$ cat src/rtl/pdmcap_pkg.sv
package pdmcap_pkg;

   typedef enum logic {
      EDGE_RISE = 1'b0,
      EDGE_FALL = 1'b1
   } pdmcap_edge_e;

   typedef struct packed {
      logic rise;
      logic fall;
   } pdmcap_tick_t;

endpackage

$ cat src/rtl/pdmcap_divider.sv
module pdmcap_divider
   import pdmcap_pkg::*;
#(
   parameter int PRESC_W = 8
) (
   input  logic               clk,
   input  logic               rst_n,
   input  logic               en_i,
   input  logic [PRESC_W-1:0] presc_i,
   output logic               bclk_o,
   output pdmcap_tick_t       tick_o
);

   initial begin
      if (PRESC_W < 1) $error("pdmcap_divider: PRESC_W must be at least 1");
   end

   logic [PRESC_W-1:0] half_cnt;
   logic               bclk_q;
   logic               at_end;

   assign at_end = en_i && (half_cnt >= presc_i);

   always_ff @(posedge clk or negedge rst_n) begin
      if (!rst_n) begin
         half_cnt <= '0;
         bclk_q   <= 1'b0;
      end else if (!en_i) begin
         half_cnt <= '0;
         bclk_q   <= 1'b0;
      end else if (at_end) begin
         half_cnt <= '0;
         bclk_q   <= ~bclk_q;
      end else begin
         half_cnt <= half_cnt + 1'b1;
      end
   end

   assign bclk_o      = bclk_q;
   assign tick_o.rise = at_end && !bclk_q;
   assign tick_o.fall = at_end &&  bclk_q;

   // no transition before the half period has run out
   a_r2_half_period : assert property (@(posedge clk) disable iff (!rst_n)
      (en_i && $past(en_i) && ($past(half_cnt) < $past(presc_i))) |-> $stable(bclk_q));

   // a disabled clock is low on the next cycle
   a_r3_clock_off : assert property (@(posedge clk) disable iff (!rst_n)
      !en_i |=> !bclk_q);

endmodule

$ cat src/rtl/pdmcap_lane.sv
module pdmcap_lane
   import pdmcap_pkg::*;
(
   input  logic         clk,
   input  logic         rst_n,
   input  pdmcap_tick_t tick_i,
   input  logic         active_i,
   input  logic         edge_i,
   input  logic         din_i,
   output logic         bit_o,
   output logic         vld_o
);

   logic take;

   always_comb begin
      if (edge_i == EDGE_FALL) take = tick_i.fall;
      else                     take = tick_i.rise;
   end

   always_ff @(posedge clk or negedge rst_n) begin
      if (!rst_n) begin
         bit_o <= 1'b0;
         vld_o <= 1'b0;
      end else begin
         vld_o <= active_i && take;
         if (active_i && take) bit_o <= din_i;
      end
   end

   // a strobe only follows a cycle in which the lane was active
   a_r7_lane_active : assert property (@(posedge clk) disable iff (!rst_n)
      vld_o |-> $past(active_i));

endmodule

$ cat src/rtl/pdmcap_top.sv
module pdmcap_top
   import pdmcap_pkg::*;
#(
   parameter int NCH     = 4,
   parameter int PRESC_W = 8,
   localparam int NPAIR  = NCH / 2,
   localparam int CNT_W  = (NCH > 2) ? $clog2(NCH) : 1
) (
   input  logic               clk,
   input  logic               rst_n,
   input  logic               clk_out_en_i,
   input  logic [PRESC_W-1:0] presc_i,
   input  logic [CNT_W-1:0]   num_ch_i,
   input  logic [NPAIR-1:0]   stereo_i,
   input  logic [NCH-1:0]     edge_sel_i,
   input  logic [NCH-1:0]     pdm_dat_i,
   output logic               pdm_clk_o,
   output logic [NCH-1:0]     bit_o,
   output logic [NCH-1:0]     bit_vld_o
);

   initial begin
      if (NCH < 2 || NCH > 8 || (NCH % 2) != 0)
         $error("pdmcap_top: NCH must be even and within 2..8");
   end

   pdmcap_tick_t      tick;
   logic [NCH-1:0]    eff_edge;
   logic [NCH-1:0]    eff_dat;
   logic [NCH-1:0]    active;

   pdmcap_divider #(.PRESC_W(PRESC_W)) u_div (
      .clk     (clk),
      .rst_n   (rst_n),
      .en_i    (clk_out_en_i),
      .presc_i (presc_i),
      .bclk_o  (pdm_clk_o),
      .tick_o  (tick)
   );

   for (genvar p = 0; p < NPAIR; p++) begin : g_pair
      assign eff_edge[2*p] = edge_sel_i[2*p];
      assign eff_dat[2*p]  = pdm_dat_i[2*p];
      assign eff_edge[2*p+1] = stereo_i[p] ? ~edge_sel_i[2*p] : edge_sel_i[2*p+1];
      assign eff_dat[2*p+1]  = stereo_i[p] ?  pdm_dat_i[2*p]  : pdm_dat_i[2*p+1];

      // a shared-line pair alternates and never strobes together
      a_r8_pair_split : assert property (@(posedge clk) disable iff (!rst_n)
         $past(stereo_i[p]) |-> !(bit_vld_o[2*p] && bit_vld_o[2*p+1]));
   end

   for (genvar c = 0; c < NCH; c++) begin : g_ch
      assign active[c] = (CNT_W'(c) <= num_ch_i);

      pdmcap_lane u_lane (
         .clk      (clk),
         .rst_n    (rst_n),
         .tick_i   (tick),
         .active_i (active[c]),
         .edge_i   (eff_edge[c]),
         .din_i    (eff_dat[c]),
         .bit_o    (bit_o[c]),
         .vld_o    (bit_vld_o[c])
      );

      // rising-edge channels strobe alongside a rising bit clock
      a_r4_rise_align : assert property (@(posedge clk) disable iff (!rst_n)
         (bit_vld_o[c] && !$past(eff_edge[c])) |-> $rose(pdm_clk_o));

      // falling-edge channels strobe alongside a falling bit clock
      a_r5_fall_align : assert property (@(posedge clk) disable iff (!rst_n)
         (bit_vld_o[c] && $past(eff_edge[c])) |-> $fell(pdm_clk_o));
   end

endmodule

$ cat config.mk
export PLATFORM = sky130hd
export DESIGN_NAME = pdmcap_top
export DESIGN_NICKNAME = d
export VERILOG_FILES = /design/src/rtl/pdmcap_pkg.sv /design/src/rtl/pdmcap_divider.sv /design/src/rtl/pdmcap_lane.sv /design/src/rtl/pdmcap_top.sv
export SDC_FILE = /design/constraint.sdc
export NUM_CORES = 1
export LEC_CHECK = 0
export BUFFER_PORTS_ARGS = -buffer_cell sky130_fd_sc_hd__buf_2
export CORE_MARGIN = 2
export CORE_UTILIZATION = 45
export CTS_BUF_LIST = sky130_fd_sc_hd__clkbuf_16
export CTS_CLUSTER_SIZE = 25
export DETAILED_ROUTE_END_ITERATION = 6
export GPL_ROUTABILITY_DRIVEN = 0
export PLACE_DENSITY = 0.71
export SKIP_CTS_REPAIR_TIMING = 1
export SLEW_MARGIN = 20
export SYNTH_ARGS = -nofsm -noshare
export SYNTH_HDL_FRONTEND = slang
export SYNTH_SLANG_ARGS = --single-unit
$ cat constraint.sdc
create_clock -name clk -period 2.8 [get_ports clk]
set_clock_uncertainty 0.15 [all_clocks]
set_input_delay 0.7 -clock clk [delete_from_list [all_inputs] [get_ports clk]]
set_output_delay 0.7 -clock clk [all_outputs]
set_load 0.05 [all_outputs]
==> results of run 1 <==
[per-layer routing]
layer	global-route usage, %	wire length [um]
met1	16.5	788
met2	28.7	963
met3	3.39	75
met4	3.85	0
met5	0	0
[metrics by stage]
step	total power (W)	cell area [um2]	hold slack (ns)	cells
2_1_floorplan	0.000351	1080	0.254	97
3_3_place_gp	0.000377	1210	0.344	147
3_5_place_dp	0.000381	1210	0.341	147
4_1_cts	0.000663	1290	0.230	151
5_1_grt	0.000684	1290	0.245	151
6_report	0.000653	1290	0.216	151
[cell usage in the layout (no fill, tap or decap)]
master	count
mux2i_1	1
mux2_2	2
clkbuf_16	3
a2111oi_4	1
buf_2	31
nand4_1	1
nor2_1	9
and2_1	1
nand3_1	4
dfrtp_1	17
a21oi_1	2
o21a_1	2
o31ai_4	1
clkinv_2	1
mux2_4	4
and3_4	1
ha_1	9
o21ai_0	1
and3_1	2
o2111a_2	1
xnor2_1	6
nand2_1	3
o311ai_1	1
and4_4	1
nand2b_4	1
inv_1	10
nor3b_4	1
or2_2	1
xor2_1	5
[cell type report]
class / count / area (um2) / share of cell area, %
timing repair buffer: 31 / 155 / 12.1
inverter: 10 / 37.5 / 2.92
clock buffer: 3 / 75.1 / 5.84
sequential: 17 / 425 / 33.1
clock inverter: 1 / 5.00 / 0.389
tap: 28 / 35.0 / 2.72
multi-input combinational: 61 / 553 / 43.0
[cell families (layout without fill, tap and decap cells)]
logic type	Yosys count	after routing	synth area share, %
buffers and inverters	19	45	9.39
flip-flops	17	17	39.4
multiplexers	7	7	8.57
AO/OA/AOI/OAI	9	9	9.27
AND/OR/NAND/NOR	25	25	14.0
adder cells (fa/ha/maj)	9	9	10.4
XOR/XNOR	11	11	8.92
[final timing paths]
| path | startpoint | end | slack (ns) | cells after the start |
|---|---|---|---|---|
| max | presc_i[0] | g_ch[2].u_lane.bit_o | 0.48 | 7 |
| min | rst_n | g_ch[1].u_lane.bit_o | 0.22 | 1 |
| min in group clk | u_div.half_cnt[0] | u_div.half_cnt[0] | 0.35 | 1 |
| max in group asynchronous | rst_n | g_ch[0].u_lane.bit_o | 2.01 | 1 |
| min reg2reg | u_div.half_cnt[0] | u_div.half_cnt[0] | 0.35 | 1 |
| max reg2reg | u_div.half_cnt[0] | g_ch[2].u_lane.bit_o | 0.59 | 7 |
[report_power, final]
part           internal, W  switching (W)  total, W
sequential        0.000256     0.00000850  0.000264
clock             0.000191      0.0000870  0.000278
combinational    0.0000486      0.0000622  0.000111
total             0.000495       0.000158  0.000653
[state kept, by name, summed over array words and instances (netlist names)]
| register | flops |
|---|---|
| g_ch.u_lane.bit_o | 4 |
| u_div.half_cnt | 8 |
| u_div.bclk_o | 1 |
| g_ch.u_lane.vld_o | 4 |
==> results.toml, run 1 <==
[run_status]
outcome = "finished, final reports clean"

[timing]
worstMarginPinSlew_ns = 0.911
final-hold-violation-count = 0
finalSetupTns_ns = 0
relSlewSlack_pct = 38.3
drv_slew = 0
rsz0062_at_grt = "no"
timing.fmax_mhz = 431
finalCritPeriodShare_pct = 82.8
fin_ws_ns = 0.481
finalSetupViolations = 0
fin_crit_ns = 2.32

[synth]
syn_nets = 129
synth_cell_types = 28
synth.avg_cell_area_um2 = 11.1
synth_top_area_cell = "dfrtp_1"
synthArstFlopShare_pct = 100
synthFlopType = "dfrtp_1"
synth_top_area_share_pct = 39.4
synthTopCellsByCount = "dfrtp_1, inv_1, ha_1, nor2_1, buf_4"
synth_edf_count = 0
synth_seq_cells = 17
ys_seq_area_share_pct = 39.4
synthCells = 97
synthTopCellsByArea = "dfrtp_1, ha_1, buf_4"
netlist_area_um2 = 1080
ys.warnings.count = 0
synth_most_common_cell = "dfrtp_1"

[route]
wire_per_inst_um = 12.1
vias_per_cell = 4.97
drc_errors = 0
drt-initial-drc-count = 4
vias = 750
routed_wl_um = 1830
ant_nets = 0
dr.pass1.iters = 2

[setup_path]
start_kind = "input pin"
slowest_stage = "a2111oi_4"
crit_path_cell_trace = "buf_2, ha_1, nand2b_4, a2111oi_4, o31ai_4, and4_4, mux2_4"
critPathArrivalTime_ns = 2.30
crit_buf_inv = 1
max_stage_delay_ns = 0.45
worst-setup-path-type = "input pin to register"
cp_max_fo = 5
critical-path-top-delay-family = "compound AO/OA/AOI/OAI gates"
worstSetupEndpointType = "register"
required_ns = 2.78

[clock_network]
cts_root_buffer = "clkbuf_16"
path_clk_slew_ns = 0.05
clk_latency_ns = 0.24
cts_max_path_buffers = 2
cts_buffers = 3
tritoncts = "done"
cts.sinks = 17
htreeDepth = 1

[floorplan]
pin_count = 32
die_x_um = 53.0
die_area_um2 = 2810
rows = 17
die_h_um = 53.0
initial_utilization_pct = 48.3
coreArea_um2 = 2230

[global_routing]
grt_pass1_wl_um = 3040
grt_max_degree = 18
grt_overflow = 0
grt_use_total_pct = 15.1
antenna_found_initial = 0
grt_pass1_vias = 742

[finish]
antenna_cells = 0
utilization_pct = 57.6
fillers = 206
synthToLayoutAreaGrowth_pct = 19.1
drive_gt1_share_pct = 39.8
fin_nets = 156

[placed_design]
portBuffers = 31
dpl.hpwl_um = 1530
dp_slack_ns = 0.206

[power_and_ir_drop]
power_density_nw_per_um2 = 507
leakage_nw = 0.698
ir_drop_mv = 0.378

[job]
drv_cap = 0

[hold_path]
hold_class = "input pin to async pin"
Power figures use the tool's default switching activity.
==> inputs of run 2 (changes only) <==
==> constraint.sdc (replaced) <==
create_clock -name clk -period 2.28 [get_ports clk]
set_clock_uncertainty 0.15 [all_clocks]
set_input_delay 0.57 -clock clk [delete_from_list [all_inputs] [get_ports clk]]
set_output_delay 0.57 -clock clk [all_outputs]
set_load 0.05 [all_outputs]
==> results.toml, run 2 (same netlist as run 1, synthesis figures left out) <==
[route]
drt-initial-drc-count = 7
routed_wl_um = 1870
dr.pass1.iters = 2
vias_per_cell = 4.76
ant_nets = 0
vias = 742
drc_errors = 0
wire_per_inst_um = 12.0

[finish]
largest_register_ff_count = 8
synthToLayoutAreaGrowth_pct = 23.2
final_cell_mix = "buf_2, dfrtp_1, inv_1"
fin_nets = 161
final_common_cell = "buf_2"
antenna_cells = 0
stdcell_area_um2 = 1330
drive_gt1_share_pct = 42.2
top_register = "u_div.half_cnt"
top_regs = "u_div.half_cnt x8, g_ch.u_lane.bit_o x4, g_ch.u_lane.vld_o x4"
fillers = 191

[floorplan]
rows = 17
coreArea_um2 = 2230
initial_utilization_pct = 48.3
pin_count = 32
die_area_um2 = 2810
die_h_um = 53.0
die_x_um = 53.0

[setup_path]
rrSetupSlack_ns = 0.10
endpoint = "g_ch[2].u_lane.bit_o"
cp_max_fo = 5
timing.critical_path.from = "presc_i[0]"
timing.rr.end = "g_ch[3].u_lane.bit_o"
start_kind = "input pin"
critical-path-top-delay-family = "compound AO/OA/AOI/OAI gates"
worstSetupEndpointType = "register"
critPathArrivalTime_ns = 2.17
slowest_stage = "a2111oi_4"
worst-setup-path-type = "input pin to register"
r2r_cells = 5
crit_buf_inv = 1
cp.depth = 7
r2r-start = "u_div.half_cnt[5]"
max_stage_delay_ns = 0.45
crit_path_cell_trace = "buf_2, ha_1, nand2b_4, a2111oi_4, o31ai_4, and4_4, mux2_4"
required_ns = 2.26

[clock_network]
cts_max_path_buffers = 2
tritoncts = "done"
cts.sinks = 17
htreeDepth = 1
cts_root_buffer = "clkbuf_16"
path_clk_slew_ns = 0.05
clk_latency_ns = 0.24
cts_buffers = 3

[timing]
final-hold-violation-count = 0
finalSetupViolations = 0
rsz0062_at_grt = "no"
fin_crit_ns = 2.19
worstMarginPinSlew_ns = 0.615
relSlewSlack_pct = 59.0
timing.fmax_mhz = 456
finalCritPeriodShare_pct = 96.2
drv_slew = 0

[run_status]
outcome = "finished, final reports clean"

[global_routing]
antenna_found_initial = 0
grt_max_degree = 18
grt_pass1_vias = 734
grt_use_total_pct = 15.3
grt_overflow = 0
grt_pass1_wl_um = 3030

[hold_path]
hold_class = "input pin to async pin"

[placed_design]
placed_cell_area_um2 = 1240
dpl.hpwl_um = 1420
portBuffers = 31

[power_and_ir_drop]
leakage_nw = 0.724
ir_drop_mv = 0.448
power_w = 0.000806
power_density_nw_per_um2 = 606

[job]
drv_cap = 0
==> run 2: cell type report <==
cell class                 count  area, um2  share of cell area (%)
multi-input combinational     61        561                    42.1
clock buffer                   3       75.1                    5.64
timing repair buffer          36        193                    14.5
sequential                    17        425                    32.0
inverter                      10       37.5                    2.82
tap                           28       35.0                    2.63
clock inverter                 1       3.75                   0.282
==> run 2: per-stage QoR <==
stage          std cells  setup slack (ns)  TNS (ns)  hold WS [ns]  util [%]
2_1_floorplan         97            0.0396         0         0.124         -
3_3_place_gp         152            -0.151     -1.58         0.345      55.7
3_5_place_dp         152            -0.227     -2.14         0.346      55.7
4_1_cts              156           0.00660         0        0.0966      59.2
5_1_grt              156            0.0121         0         0.118      59.6
6_report             156            0.0871         0        0.0868      59.6
==> run 2: how the worst min path moves through the flow <==
stage	slack, ns	endpoint	cells after the start	startpoint
floorplan	0.12	g_ch[0].u_lane.bit_o	0	rst_n
global placement	0.35	g_ch[1].u_lane.bit_o	1	rst_n
detailed placement	0.35	g_ch[1].u_lane.bit_o	1	g_ch[1].u_lane.bit_o
CTS	0.1	g_ch[1].u_lane.bit_o	1	rst_n
global route	0.12	g_ch[1].u_lane.bit_o	1	rst_n
finish	0.09	g_ch[1].u_lane.bit_o	1	rst_n
==> run 2: layer usage <==
metal | wire length, um | GRT usage [%]
met5 | 0 | 0
met4 | 0 | 8.97
met3 | 71 | 3.39
met2 | 951 | 25.8
met1 | 848 | 17.5
==> run 2: worst register-to-register path, delay by kind of cell (launching register included) <==
| kind | cells | cell delay (ns) |
|---|---|---|
| adder cells (fa/ha/maj) | 1 | 0.31 |
| AO/OA/AOI/OAI | 1 | 0.39 |
| AND/OR/NAND/NOR | 2 | 0.48 |
| multiplexers | 1 | 0.31 |
| flip-flops | 1 | 0.41 |
==> run 2: where the power goes <==
| part | leakage [nW] | total [W] | switching, W | internal [W] |
|---|---|---|---|---|
| registers | 0.234 | 0.000324 | 0.00000991 | 0.000314 |
| logic | 0.448 | 0.000144 | 0.0000798 | 0.0000647 |
| clock network | 0.0423 | 0.000338 | 0.000106 | 0.000232 |
